$ cat src/rtl/adc_fmt_pkg.sv
package adc_fmt_pkg;

  localparam int CTL_W        = 8;
  localparam int CH_EN_BIT    = 0;
  localparam int FMT_EN_BIT   = 4;
  localparam int OFS_BIN_BIT  = 5;
  localparam int SEXT_BIT     = 6;

  typedef struct packed {
    logic sext;
    logic ofs_bin;
    logic fmt_en;
    logic ch_en;
  } lane_ctl_t;

  localparam lane_ctl_t CTL_RESET = '{sext: 1'b1, ofs_bin: 1'b0, fmt_en: 1'b1, ch_en: 1'b1};

  // native width selected by the packet-format code
  function automatic logic [6:0] native_width(input logic [1:0] code, input bit wide);
    case (code)
      2'd1:    native_width = 7'd24;
      2'd2:    native_width = wide ? 7'd32 : 7'd24;
      default: native_width = wide ? 7'd20 : 7'd16;
    endcase
  endfunction

endpackage

$ cat src/rtl/adc_fmt_ctl_reg.sv
module adc_fmt_ctl_reg
  import adc_fmt_pkg::*;
(
  input  logic             clk,
  input  logic             rst_n,
  input  logic             we,
  input  logic [CTL_W-1:0] wdata,
  output lane_ctl_t        ctl
);

  logic unused_wdata_bits;
  assign unused_wdata_bits = ^{wdata[7], wdata[3:1]};

  always_ff @(posedge clk) begin
    if (!rst_n) begin
      ctl <= CTL_RESET;
    end else if (we) begin
      ctl <= '{sext:    wdata[SEXT_BIT],
               ofs_bin: wdata[OFS_BIN_BIT],
               fmt_en:  wdata[FMT_EN_BIT],
               ch_en:   wdata[CH_EN_BIT]};
    end
  end

endmodule

$ cat src/rtl/adc_fmt_lane.sv
module adc_fmt_lane
  import adc_fmt_pkg::*;
#(
  parameter int OUT_W = 32
) (
  input  logic             clk,
  input  logic             rst_n,
  input  lane_ctl_t        ctl,
  input  logic [6:0]       width,
  input  logic             in_valid,
  input  logic [OUT_W-1:0] in_data,
  output logic             accept,
  output logic             out_valid,
  output logic [OUT_W-1:0] out_data
);

  // bit-by-bit reshaping of one raw word
  function automatic logic [OUT_W-1:0] reshape(input logic [OUT_W-1:0] raw,
                                               input logic [6:0] w,
                                               input lane_ctl_t c);
    logic [OUT_W-1:0] r;
    logic             top;
    top = raw[w - 7'd1] ^ c.ofs_bin;
    for (int i = 0; i < OUT_W; i++) begin
      if (i == int'(w) - 1)   r[i] = top;
      else if (i < int'(w))   r[i] = raw[i];
      else                    r[i] = c.sext & top;
    end
    return c.fmt_en ? r : raw;
  endfunction

  assign accept = in_valid & ctl.ch_en;

  always_ff @(posedge clk) begin
    if (!rst_n) begin
      out_valid <= 1'b0;
      out_data  <= '0;
    end else begin
      out_valid <= accept;
      if (accept) out_data <= reshape(in_data, width, ctl);
    end
  end

endmodule

$ cat src/rtl/adc_sample_fmt.sv
module adc_sample_fmt
  import adc_fmt_pkg::*;
#(
  parameter int NUM_CH       = 2,
  parameter int OUT_W        = 32,
  parameter bit WIDE_VARIANT = 1'b1
) (
  input  logic                    clk,
  input  logic                    rst_n,
  input  logic [NUM_CH-1:0]       cfg_we,
  input  logic [CTL_W-1:0]        cfg_wdata,
  input  logic [1:0]              pkt_fmt,
  input  logic [NUM_CH-1:0]       in_valid,
  input  logic [NUM_CH*OUT_W-1:0] in_data,
  output logic [NUM_CH-1:0]       out_valid,
  output logic [NUM_CH*OUT_W-1:0] out_data
);

  // named internal events for the checker
  logic [6:0]        cur_w;
  logic [NUM_CH-1:0] ch_en_w;
  logic [NUM_CH-1:0] fmt_en_w;
  logic [NUM_CH-1:0] sext_w;
  logic [NUM_CH-1:0] accept_w;

  assign cur_w = native_width(pkt_fmt, WIDE_VARIANT);

  for (genvar c = 0; c < NUM_CH; c++) begin : g_ch
    lane_ctl_t ctl;

    adc_fmt_ctl_reg u_ctl (
      .clk   (clk),
      .rst_n (rst_n),
      .we    (cfg_we[c]),
      .wdata (cfg_wdata),
      .ctl   (ctl)
    );

    adc_fmt_lane #(.OUT_W(OUT_W)) u_lane (
      .clk       (clk),
      .rst_n     (rst_n),
      .ctl       (ctl),
      .width     (cur_w),
      .in_valid  (in_valid[c]),
      .in_data   (in_data[c*OUT_W +: OUT_W]),
      .accept    (accept_w[c]),
      .out_valid (out_valid[c]),
      .out_data  (out_data[c*OUT_W +: OUT_W])
    );

    assign ch_en_w[c]  = ctl.ch_en;
    assign fmt_en_w[c] = ctl.fmt_en;
    assign sext_w[c]   = ctl.sext;
  end

endmodule

$ cat config.mk
export PLATFORM = sky130hd
export DESIGN_NAME = adc_sample_fmt
export DESIGN_NICKNAME = d
export VERILOG_FILES = /design/src/rtl/adc_fmt_pkg.sv /design/src/rtl/adc_fmt_ctl_reg.sv /design/src/rtl/adc_fmt_lane.sv /design/src/rtl/adc_sample_fmt.sv
export SDC_FILE = /design/constraint.sdc
export NUM_CORES = 1
export LEC_CHECK = 0
export ABC_AREA = 1
export BUFFER_PORTS_ARGS = -buffer_cell sky130_fd_sc_hd__buf_2
export CORE_ASPECT_RATIO = 0.5
export CORE_MARGIN = 2
export CORE_UTILIZATION = 34
export CTS_CLUSTER_DIAMETER = 200
export CTS_CLUSTER_SIZE = 40
export DETAILED_ROUTE_END_ITERATION = 12
export GPL_TIMING_DRIVEN = 0
export SETUP_SLACK_MARGIN = 0.3
export SLEW_MARGIN = 20
export SYNTH_ARGS = -nofsm -noshare
export SYNTH_HDL_FRONTEND = slang
export SYNTH_SLANG_ARGS = --single-unit
$ cat constraint.sdc
create_clock -name clk -period 3.9 [get_ports clk]
set_input_delay 0.39 -clock clk [delete_from_list [all_inputs] [get_ports clk]]
set_output_delay 0.39 -clock clk [all_outputs]
set_load 0.02 [all_outputs]
# ---- Word-level counts from Yosys, hierarchy flattened
# Cells that the tools add are included.
dict set report totals {
  regBits 74
  in_bits 80
  output_inout_bits 66
  wordCells 222
}
dict set report classes {
  add_sub_neg 2
  magnitude_cmp 33
  eq_ne 33
  mux 135
  n_bitwise 6
  n_reduce_logical 1
}
# operator n
set ops {}
lappend ops {{$eq 6x32->1 const A} 16}
lappend ops {{$eq 5x32->1 const A} 8}
lappend ops {{$mux 1} 130}
lappend ops {{$eq 4x32->1 const A} 4}
lappend ops {{$lt 5x6->1 const A} 16}
lappend ops {{$eq 3x32->1 const A} 2}
lappend ops {{$mux 32} 2}
lappend ops {{$lt 4x6->1 const A} 8}
lappend ops {{$eq 2x32->1 const A} 1}
lappend ops {{$logic_not 32->1} 1}
lappend ops {{$lt 3x6->1 const A} 4}
lappend ops {{$sub 6x1->7 const B} 2}
lappend ops {{$lt 1x6->1 const A} 2}
lappend ops {{$lt 2x6->1 const A} 2}
lappend ops {{$pmux 6 s2} 1}
lappend ops {{$bmux 1 s5} 2}
lappend ops {{$lt 7x6->1 const B} 1}
lappend ops {{$and 1x1->1} 4}
lappend ops {{$eq 2x1->1 const B} 1}
lappend ops {{$eq 2x2->1 const B} 1}
lappend ops {{$xor 1x1->1} 2}

# ---- Logic depth before layout (Yosys ltp)
# Gate-level depths: netlist (run 1).
dict set report logic_depth {
  ltp_word 10
  mapped_depth 16
  ltp_nobuf 16
}

# ---- Hierarchy
# Synthesis (run 1) repeated with hierarchy kept, for this count alone.
dict set report hier_totals {
  cells_unflattened 1374
  hier_area_um2 7445.9
}
# mod instances cells_each area_per_inst_um2 seq_area_each_um2
set modules_own_cells {}
lappend modules_own_cells {{adc_fmt_lane (g_ch[0].u_lane)} 1 697 3779.9 660.6}
lappend modules_own_cells {{adc_fmt_lane (g_ch[1].u_lane)} 1 632 3333.2 660.6}
lappend modules_own_cells {adc_fmt_ctl_reg 2 19 140.1 80.1}
lappend modules_own_cells {adc_sample_fmt 1 7 52.6 0.0}

# ---- Least setup slack after synthesis (run 1)
# No wires, ideal clock.
dict set report synth_path {
  kind {in2reg}
  startpoint {input pkt_fmt[0]}
  endpoint {register g_ch[0].u_lane.out_data[4]}
  setup_ns 0.119
  arrival_time_ns 2.005
  required_ns 3.781
  slack_ns 1.776
  path_stages 12
  path_buffers 1
  cell_sequence {inv_1 > ha_1 > inv_1 > ha_1 > buf_4 > clkinv_1 > nor2_1 > inv_1 > nor2_1 > inv_1 > a21oi_1 > a21oi_1}
}
dict set report synth_between {
  elab_chain_len 10
  word_cells_on_any_way 14
  cone_classes {add/sub (2); order compare (1); eq/ne (3); mux (6); bitwise (2)}
}
# item line_no
set synth_lines {}
lappend synth_lines {{start: declaration} adc_sample_fmt.sv:12} ;# input logic [1:0] pkt_fmt,
lappend synth_lines {{$eq 2x2->1 / $eq 2x1->1 (equally long branches)} adc_fmt_pkg.sv:20} ;# case (code)
lappend synth_lines {{$pmux 6 s2 (*)} adc_fmt_pkg.sv:20}
lappend synth_lines {{$sub 6x1->7} {adc_fmt_lane.sv:23, adc_fmt_lane.sv:25}}
lappend synth_lines {{$bmux 1 s5} adc_fmt_lane.sv:23} ;# top = raw[w - 7'd1] ^ c.ofs_bin;
lappend synth_lines {{$mux 1 (implied by the code)} adc_fmt_lane.sv:23}
lappend synth_lines {{$xor 1x1->1} adc_fmt_lane.sv:23}
lappend synth_lines {{$and 1x1->1} adc_fmt_lane.sv:27} ;# else r[i] = c.sext & top;
lappend synth_lines {{$mux 1} adc_fmt_lane.sv:26} ;# else if (i < int'(w)) r[i] = raw[i];
lappend synth_lines {{$mux 1 (*)} adc_fmt_lane.sv:25} ;# if (i == int'(w) - 1) r[i] = top;
lappend synth_lines {{$mux 32 (*)} adc_fmt_lane.sv:29} ;# return c.fmt_en ? r : raw;
lappend synth_lines {{end signal: assignment} adc_fmt_lane.sv:40} ;# if (accept) out_data <= reshape(in_data, width, ctl);
lappend synth_lines {{end: declaration} adc_fmt_lane.sv:14} ;# output logic [OUT_W-1:0] out_data
# Mark *: on every way between the ends. The rest lies on a longest branch, timed or not. The select of a mux whose other input is x is not followed.
# A chain may end at the register's enable or synchronous reset.

# ---- Worst setup path after layout (run 1)
dict set report layout_path {
  startpoint {input pkt_fmt[0]}
  endpoint {register g_ch[0].u_lane.out_data[6]}
}
# Same word-level chain as after synthesis.

==> impl_summary.md, run 1 <==
Hold path
The tightest min-delay check is of the in2reg type.

Global route
The wire length of the first global-routing pass is 19600 um. The number of antenna violations at the first check in global routing is 0. Global routing used 21.6% of the available tracks.

The total overflow left after global routing is 0. The via count of the first global-routing pass is 3736. The largest net degree at the start of global routing is 13.

Timing
The clock skew is 0.00462 ns. The maximum frequency from static timing analysis is 0.372 GHz. Setup repair after global routing left no endpoint under its margin. In the finished design, the share of the clock period the worst path needs comes to 68.9%. Setup violations remaining at the end of the flow were counted as 0. The number of max-slew violations in the final report came to 0. Setup total negative slack on the finished layout was measured at 0 ns. For the pin with the worst max-slew slack, the measured transition is 0.644 ns.

The hold violation count in the final report came to 0. The tightest slew margin relative to the limit is 57.1%. The final critical path time including I/O delays and setup is 2.69 ns.

Setup path
The largest fanout of any net on the critical path is 9. The worst setup path is of the in2reg kind. At the worst endpoint, the required time is 4.13 ns.

STA classifies the critical path endpoint as a flop. The largest single stage delay on the critical path is 0.39 ns. The launching element type of the critical path is an input port. The signal on the critical path passes through buf_2 > inv_1 > ha_1 > inv_1 > ha_1 > buf_4 > clkinv_1 > nor2_1 > inv_1 > nor2_1 > inv_1 > a21oi_1 > a21oi_1. The buffer and inverter count on the worst path is 7.

Data on the critical path arrives at its endpoint at 2.92 ns. The kind of cell adding the most delay to the critical path is buffers and inverters. The critical path's slowest cell is sky130_fd_sc_hd__nor2_1. The cell repeated most along the worst path is sky130_fd_sc_hd__inv_1.

Finish
The signed area change from the synthesized netlist to the final layout is 33.3%. The fill cell total of the finished layout is 1102. Summing all multi-input logic gate instances after layout gives 1880 um^2. Leaving out fill and tap cells, the most frequent cell in the layout is sky130_fd_sc_hd__buf_2. The fraction of final layout cells sized beyond drive strength 1 is 28.6%. Across the whole layout, storage elements account for 1480 um^2.

The library cells used most frequently in the layout, excluding fill and tap cells, are 141 x sky130_fd_sc_hd__buf_2, 127 x sky130_fd_sc_hd__a21oi_1, 77 x sky130_fd_sc_hd__nand2_1. The utilization after layout is 47.2%. The number of antenna diodes in the final layout is 0. The final net count is 745.

Clock network
The clock-pin slew reported for the worst setup and hold paths after clock tree synthesis is 0.06 ns. For this design, the CTS-stage hold fixing added 0 buffers. The buffers inserted during post-CTS setup optimization is 0. The clock reaches the later pin of the worst-skew pair after 0.34 ns. No sink is reached through more buffers than the 2 on the longest clock path. Counting every sink on the clock net gives 74.

The master cell of the clock root buffer is sky130_fd_sc_hd__clkbuf_16. TritonCTS built the clock tree. The H-tree was split into 3 levels. The number of clock buffers added by TritonCTS is 9. The quantity of gates resized following cts is 0.

Floorplanning
The initial utilization of the core area, before any placement, comes to 35.4%. The area enclosed by the die boundary is 11600 um^2. The total number of placement rows is 26.

In this run the vertical extent of the chip is 77.3 um. Pin placement for this block handled 146 I/O pins. Measured along the x axis, the die boundary spans 151 um. The floorplan step defined a core boundary enclosing 10300 um^2.

Synthesis
The total nets after synthesis is 594. The netlist area before placement is 3650 um^2. The synthesis warning total is 0. The number of standard cells after synthesis is 508. The sequential share of the synthesized area is 40.6%. By area the synthesized netlist is led by sky130_fd_sc_hd__dfxtp_1 41%, sky130_fd_sc_hd__a21oi_1 17%, sky130_fd_sc_hd__o21ai_0 10%.

The register bit total from synthesis is 74. Of all cell types, the one taking the most synthesized area is sky130_fd_sc_hd__dfxtp_1. The synthesized design devotes to its leading area cell type 40.6% of total area.

Counting distinct cell types in the post-synthesis netlist gives 29. A synthesized cell averages 7.18 um^2.

Power and ir drop
The leakage component of the power is 2.34 nW. For this design the ratio of total power to cell area is 475 nW/um^2. The worst IR drop on VDD is 223 uV.

The internal portion of the total power is 1.61 mW. The switching power is 0.702 mW. Combinational cells account for 22.5% of the total power. The clock network fraction of total power is 40.6%.

The share of total power dissipated in sequential elements is 36.9%. The fraction of power spent switching nets is 30.4%.

Routing
The total number of vias is 4026. Once detail routing completed, the nets flagged for antenna violations numbered 0. Wires add up to 12400 um.

The number of iterations in the first detailed-routing pass is 5. The detailed router's first-iteration violation count is 311. Dividing the detail-routed wire length by the instance count gives 15.4 um. The post-detailed-route via-to-cell ratio is 5.01.

After detailed routing, the number of remaining DRC violations is 0.

Placed design
Once detailed placement completed, the half-perimeter wirelength came to 9130 um. At the end of routability-driven placement, the weighted congestion stood at 0.867. The number of input and output port buffers inserted is 140.

Job
Max-cap violations in this run came to 0.

Outcome
The flow ran to the end, and the final reports show no timing, DRC or antenna violations.
-- state kept, by name, summed over array words and instances (netlist names) --
register / count
g_ch.u_ctl.ctl: 8
g_ch.u_lane.out_data: 64
g_ch.u_lane.out_valid: 2
-- path summary, 6_finish.rpt --
kind / start / endpoint / slack, ns / cells past startpoint
worst min register to register: g_ch[0].u_lane.out_data[3] / g_ch[0].u_lane.out_data[3] / 0.47 / 2
worst max-delay path: pkt_fmt[0] / g_ch[0].u_lane.out_data[6] / 1.21 / 13
worst min-delay path: cfg_wdata[0] / g_ch[0].u_ctl.ctl[0] / 0.28 / 3
worst max register to register: g_ch[0].u_ctl.ctl[1] / g_ch[0].u_lane.out_data[6] / 2.17 / 6
-- worst min-delay path, stage by stage --
cell,delay [ns]
sky130_fd_sc_hd__buf_2,0.08
sky130_fd_sc_hd__nand2_1,0.04
sky130_fd_sc_hd__nand3_1,0.07
-- cell usage after synthesis (all sizes together) --
library cell,number
a21o,1
a21oi,138
buf,8
clkbuf,23
clkinv,2
dfxtp,74
ha,6
inv,37
nand2,84
nand3,32
nand4,3
nor2,13
nor3,4
o211ai,2
o21ai,79
o21bai,1
or2,1
-- power groups by stage --
stage | sequential [mW] | combinational [mW] | clock (mW)
after CTS | 0.853 | 0.520 | 0.955
after detailed placement | 0.869 | 0.518 | 0
after floorplan | 0.940 | 0.262 | 0
final | 0.852 | 0.520 | 0.938
after global routing | 0.861 | 0.575 | 0.989
after global placement | 0.867 | 0.515 | 0
-- through the flow --
step / power [mW] / hold slack (ns) / worst slack [ns] / cell area [um^2] / cells
2_1_floorplan: 1.20 / 0.429 / 1.78 / 3650 / 508
5_1_grt: 2.43 / 0.304 / 0.998 / 4860 / 804
3_5_place_dp: 1.39 / 0.461 / 0.946 / 4520 / 788
6_report: 2.31 / 0.284 / 1.21 / 4860 / 804
3_3_place_gp: 1.38 / 0.453 / 0.974 / 4520 / 788
4_1_cts: 2.33 / 0.278 / 1.29 / 4860 / 804
-- cell type report --
class / instances / area share, %
Multi-Input combinational cell: 364 / 38.7
Tap cell: 140 / 3.60
Buffer: 31 / 2.88
Timing Repair Buffer: 140 / 14.4
Clock inverter: 4 / 1.49
Inverter: 39 / 3.01
Clock buffer: 12 / 5.48
Sequential cell: 74 / 30.5
-- kinds of logic after synthesis --
group           after synthesis  synth area share, %
compound gates              221                 31.7
simple gates                137                 17.8
flops                        74                 40.6
buf+inv                      70                 7.85
fa+ha+maj                     6                 2.06
-- metal layers --
metal	vias to the layer above	GRT usage, %	share of wire [%]
met5	-	0	0
met4	0	5.94	0.91
met3	11	4.94	6.6
met2	126	33.3	44
met1	1843	30.3	48
li1	2046	-	-
Note: power is estimated with default switching activity, not from simulation.
==> run 2: changes to the inputs <==
- ABC_AREA: 1 -> 0
- clock period: 3.9 -> 2.4 ns (I/O delays scaled with it)
==> run 2 against run 1 <==
  * Clock power up 60%
  * Cell count fell by 4.6%
  * Worst hold slack worse by 0.15 ns
  * Critical endpoint is now g_ch[0].u_lane.out_data[2]
  * Non-clock buffer count is 28 higher
  * Register-to-register slack worse by 1.6 ns
  * Largest cell class unchanged
==> impl_summary.md, run 2 <==
Outcome
Result of the run: completed (unchanged).

Timing
The final critical path time including I/O delays and setup is 2.16 ns. The hold violation count in the final report was 0 (unchanged). The transition at the pin with the smallest max-transition slack was 0.681 ns (was 0.644 ns).

Setup repair after global routing missed its margin: yes (was no). The clock skew is 0.00713 ns (was 0.00462 ns). The tightest slew margin relative to the limit was 54.6% (was 57.1%). The minimum setup slack in the final design is 0.236 ns (was 1.21 ns). The number of max-slew violations in the final report is 0 (unchanged). The final-layout setup total negative slack was 0 ns (unchanged). The maximum frequency from static timing analysis is 0.462 GHz. The final-layout worst hold slack came to 0.132 ns (was 0.284 ns). The post-route clock period utilization is 90.2%. The number of setup violations in the final report is 0 (unchanged).

Setup path
The startpoint-to-endpoint class of the critical path is in2reg (unchanged). The largest fanout of any net on the critical path is 8 (was 9). The data arrival time of the worst path came to 2.39 ns (was 2.92 ns).

The launching element type of the critical path is an input port (unchanged). The buffer and inverter count on the worst path was 7 (unchanged). The kind of end point of the critical path was a flop (unchanged). The critical path's slowest cell is sky130_fd_sc_hd__mux2_4 (was sky130_fd_sc_hd__nor2_1). The kind of cell adding the most delay to the critical path was buffers and inverters (unchanged).

The required time reported for the critical path endpoint is 2.63 ns (was 4.13 ns). CP Cell Sequence: buf_12 > inv_12 > ha_4 > clkbuf_16 > inv_8 > ha_4 > buf_8 > mux2_4 > o22ai_2 > a311o_1 > buf_6 > buf_12 > mux2i_4 > a21oi_1 (was buf_2 > inv_1 > ha_1 > inv_1 > ha_1 > buf_4 > clkinv_1 > nor2_1 > inv_1 > nor2_1 > inv_1 > a21oi_1 > a21oi_1). The maximum cell stage delay along the critical path is 0.30 ns (was 0.39 ns).

Placed design
The final RePlAce weighted congestion is 0.855 (was 0.867). The detailed placer's ending HPWL is 9550 um (was 9130 um). The pre-CTS setup slack is -0.452 ns (was 0.946 ns).

The number of input and output port buffers inserted is 138 (was 140).

Finish
The count of inserted antenna diode cells is 0 (unchanged). The utilization after layout is 52.5% (was 47.2%). The number of flip-flops in the largest register is 64 (unchanged). Most used cells in the layout excluding fill and tap cells: 137 x sky130_fd_sc_hd__buf_2, 74 x sky130_fd_sc_hd__dfxtp_1, 66 x sky130_fd_sc_hd__a21oi_1, 66 x sky130_fd_sc_hd__o21ai_0, 34 x sky130_fd_sc_hd__nand2_1 (was 141 x sky130_fd_sc_hd__buf_2, 127 x sky130_fd_sc_hd__a21oi_1, 77 x sky130_fd_sc_hd__nand2_1). The fraction of final layout cells sized beyond drive strength 1 is 38.6% (was 28.6%).

The register containing the most flip-flops in the final layout was g_ch.u_lane.out_data (unchanged). Largest registers in the final layout: g_ch.u_lane.out_data x64, g_ch.u_ctl.ctl x8, g_ch.u_lane.out_valid x2 (unchanged). The fill cell total of the finished layout is 1016 (was 1102).

The signed area change from the synthesized netlist to the final layout is 48.7% (was 33.3%). The final net count came to 708 (was 745). The most common cell after layout, fill and taps aside is sky130_fd_sc_hd__buf_2 (unchanged).

Synthesis
The top cell type's share of synthesized area is 40.8% (was 40.6%). The number of distinct library cells after synthesis is 43 (was 29). The netlist area before placement is 3630 um^2 (was 3650 um^2). The register bit total from synthesis is 74 (unchanged). The number of standard cells after synthesis came to 453 (was 508). The synthesized area per cell is 8.01 um^2 (was 7.18 um^2). The number of synthesized flops with an enable pin is 0 (unchanged). The share of synthesized registers carrying an async set or reset is 0% (unchanged). The total nets after synthesis is 539 (was 594). The leading register cell type out of synthesis is sky130_fd_sc_hd__dfxtp_1 (unchanged). The synthesis warning total came to 0 (unchanged). Ranking of synthesized cells by instance count: 93 x sky130_fd_sc_hd__a21oi_1, 74 x sky130_fd_sc_hd__dfxtp_1, 66 x sky130_fd_sc_hd__o21ai_0, 35 x sky130_fd_sc_hd__nand2_1, 34 x sky130_fd_sc_hd__clkbuf_1 (was 127 x sky130_fd_sc_hd__a21oi_1, 77 x sky130_fd_sc_hd__nand2_1, 74 x sky130_fd_sc_hd__dfxtp_1, 73 x sky130_fd_sc_hd__o21ai_0, 33 x sky130_fd_sc_hd__inv_1).

The most used standard cell by instance count after synthesis is sky130_fd_sc_hd__a21oi_1 (unchanged). Synth area leaders: sky130_fd_sc_hd__dfxtp_1 41%, sky130_fd_sc_hd__a21oi_1 13%, sky130_fd_sc_hd__o21ai_0 9.1% (was sky130_fd_sc_hd__dfxtp_1 41%, sky130_fd_sc_hd__a21oi_1 17%, sky130_fd_sc_hd__o21ai_0 10%). The cell taking the most area after synthesis is sky130_fd_sc_hd__dfxtp_1 (unchanged). The sequential share of the synthesized area was 40.8% (was 40.6%).

Global route
The number of antenna violations at the first check in global routing is 0 (unchanged). The total congestion overflow after global routing was 0 (unchanged). The wire length of the first global-routing pass is 20400 um (was 19600 um).

The total track usage came to 22.8% (was 21.6%). The largest net degree at the start of global routing is 14 (was 13). The via count of the first global-routing pass is 3922 (was 3736).

Routing
The routed wirelength normalized by instance count is 17.5 um (was 15.4 um). The remaining number of nets flagged by the antenna check after routing is 0 (unchanged). The post-detailed-route via-to-cell ratio is 5.44 (was 5.01). The overall routed net length came to 13400 um (was 12400 um). The number of iterations in the first detailed-routing pass was 5 (unchanged). The total number of vias was 4176 (was 4026).

The detailed router's first-iteration violation count is 418 (was 311). The number of design rule violations left after detail routing is 0 (unchanged).

Floorplanning
The area enclosed by the die boundary is 11600 um^2 (about the same). The total number of placement rows is 26 (unchanged). The placeable core area was 10300 um^2 (about the same). The initial core utilization is 35.3% (was 35.4%). The die extent in y is 77.1 um (was 77.3 um). The die span in x came to 150 um (was 151 um). The number of top-level pins is 146 (unchanged).

Clock network
The clock latency reported for the late side of the worst-skew pair is 0.34 ns (about the same). The clock-pin slew reported for the worst setup and hold paths after clock tree synthesis came to 0.06 ns (about the same). The clock tree from TritonCTS is built (unchanged). The count of clock tree sinks is 74 (unchanged). The TritonCTS buffer count was 9 (unchanged). The master cell of the clock root buffer was sky130_fd_sc_hd__clkbuf_16 (unchanged). The maximum level of the CTS H-tree was 3 (unchanged). The quantity of hold-fixing buffers added after cts was 0 (unchanged). The largest buffer count on any clock path is 2 (unchanged).

Power and ir drop
The power consumption is 3.98 mW (was 2.31 mW). The leakage component of the power is 2.30 nW (was 2.34 nW). The power density over the cells was 737 nW/um^2 (was 475 nW/um^2). The worst IR drop on VDD is 362 uV (was 223 uV).

Job
The number of max-capacitance violations reported is 0 (unchanged).

Hold path
The type of the worst min-delay path is in2reg (unchanged).
run 2: cell types whose count changed after synthesis, sizes merged, moves of 7 or more:
| cell | delta |
|---|---|
| a21oi | -45 |
| o211ai | +8 |
| a31oi | +15 |
| clkbuf | +11 |
| inv | -31 |
| nand2 | -49 |
| or3 | +7 |
| o21ai | -13 |
| o22ai | +9 |
| mux2i | +13 |
| nand3 | -25 |
run 2: what timing repair did:
item,4_1_cts,5_1_grt
buffers inserted,12,5
pin swaps,14,29
gates resized for setup,22,44
gates cloned,3,0
setup endpoints to repair,59,56
run 2: logic make-up (layout without fill, tap and decap cells):
logic type               count (synthesis)  in the layout  synth area share [%]
adder cells (fa/ha/maj)                  6              6                  2.07
flip-flops                              74             74                  40.8
buffers and inverters                   48            221                  5.69
AO/OA/AOI/OAI                          210            210                  32.0
multiplexers                            18             19                  6.17
AND/OR/NAND/NOR                         94             94                  12.6
XOR/XNOR                                 3              3                 0.724
run 2: worst reg2reg max path: cells and delay by family (launching register included):
kind | cells | cell delay, ns
AO/OA/AOI/OAI | 2 | 0.32
buffers and inverters | 2 | 0.87
flip-flops | 1 | 0.39
AND/OR/NAND/NOR | 1 | 0.19
run 2: through the flow:
step	cells	cell area [um^2]
2_1_floorplan	453	3740
3_3_place_gp	731	4600
3_5_place_dp	731	4600
4_1_cts	762	5150
5_1_grt	767	5400
6_report	767	5400
run 2: layer usage:
layer | vias to the layer above | routed length [um] | share of wire (%) | global-route usage [%]
met3 | 23 | 1180 | 8.8 | 6.85
met5 | - | 0 | 0 | 0
met2 | 191 | 5900 | 44 | 33.9
li1 | 1997 | - | - | -
met4 | 0 | 205 | 1.5 | 6.60
met1 | 1965 | 6140 | 46 | 31.8
run 2: area by class of cell:
type | instances | area [um^2] | share of cell area, %
flip-flops and latches | 74 | 1480 | 27.5
clock buffers | 10 | 239 | 4.43
repair buffers | 157 | 900 | 16.7
plain buffers | 42 | 220 | 4.08
inverters | 6 | 42.5 | 0.788
multi-input cells | 332 | 2250 | 41.7
well taps | 140 | 175 | 3.25
clock inverters | 6 | 90.1 | 1.67
run 2: path summary, 6_finish.rpt:
kind                              startpoint                     endpoint  depth (start not counted)  slack, ns
setup / recovery                  pkt_fmt[0]   g_ch[0].u_lane.out_data[2]                         14       0.24
hold / removal                  cfg_wdata[6]         g_ch[0].u_ctl.ctl[3]                          3       0.13
setup reg to reg        g_ch[1].u_ctl.ctl[1]  g_ch[1].u_lane.out_data[22]                          5       0.53
hold reg to reg   g_ch[0].u_lane.out_data[1]   g_ch[0].u_lane.out_data[1]                          2       0.46
run 2: power breakdown:
group | leakage [nW] | internal, mW | switching [mW] | total, mW
Clock | 0.159 | 0.941 | 0.563 | 1.50
Combinational | 1.52 | 0.436 | 0.634 | 1.07
Sequential | 0.614 | 1.34 | 0.0595 | 1.40
Total | 2.30 | 2.72 | 1.26 | 3.98
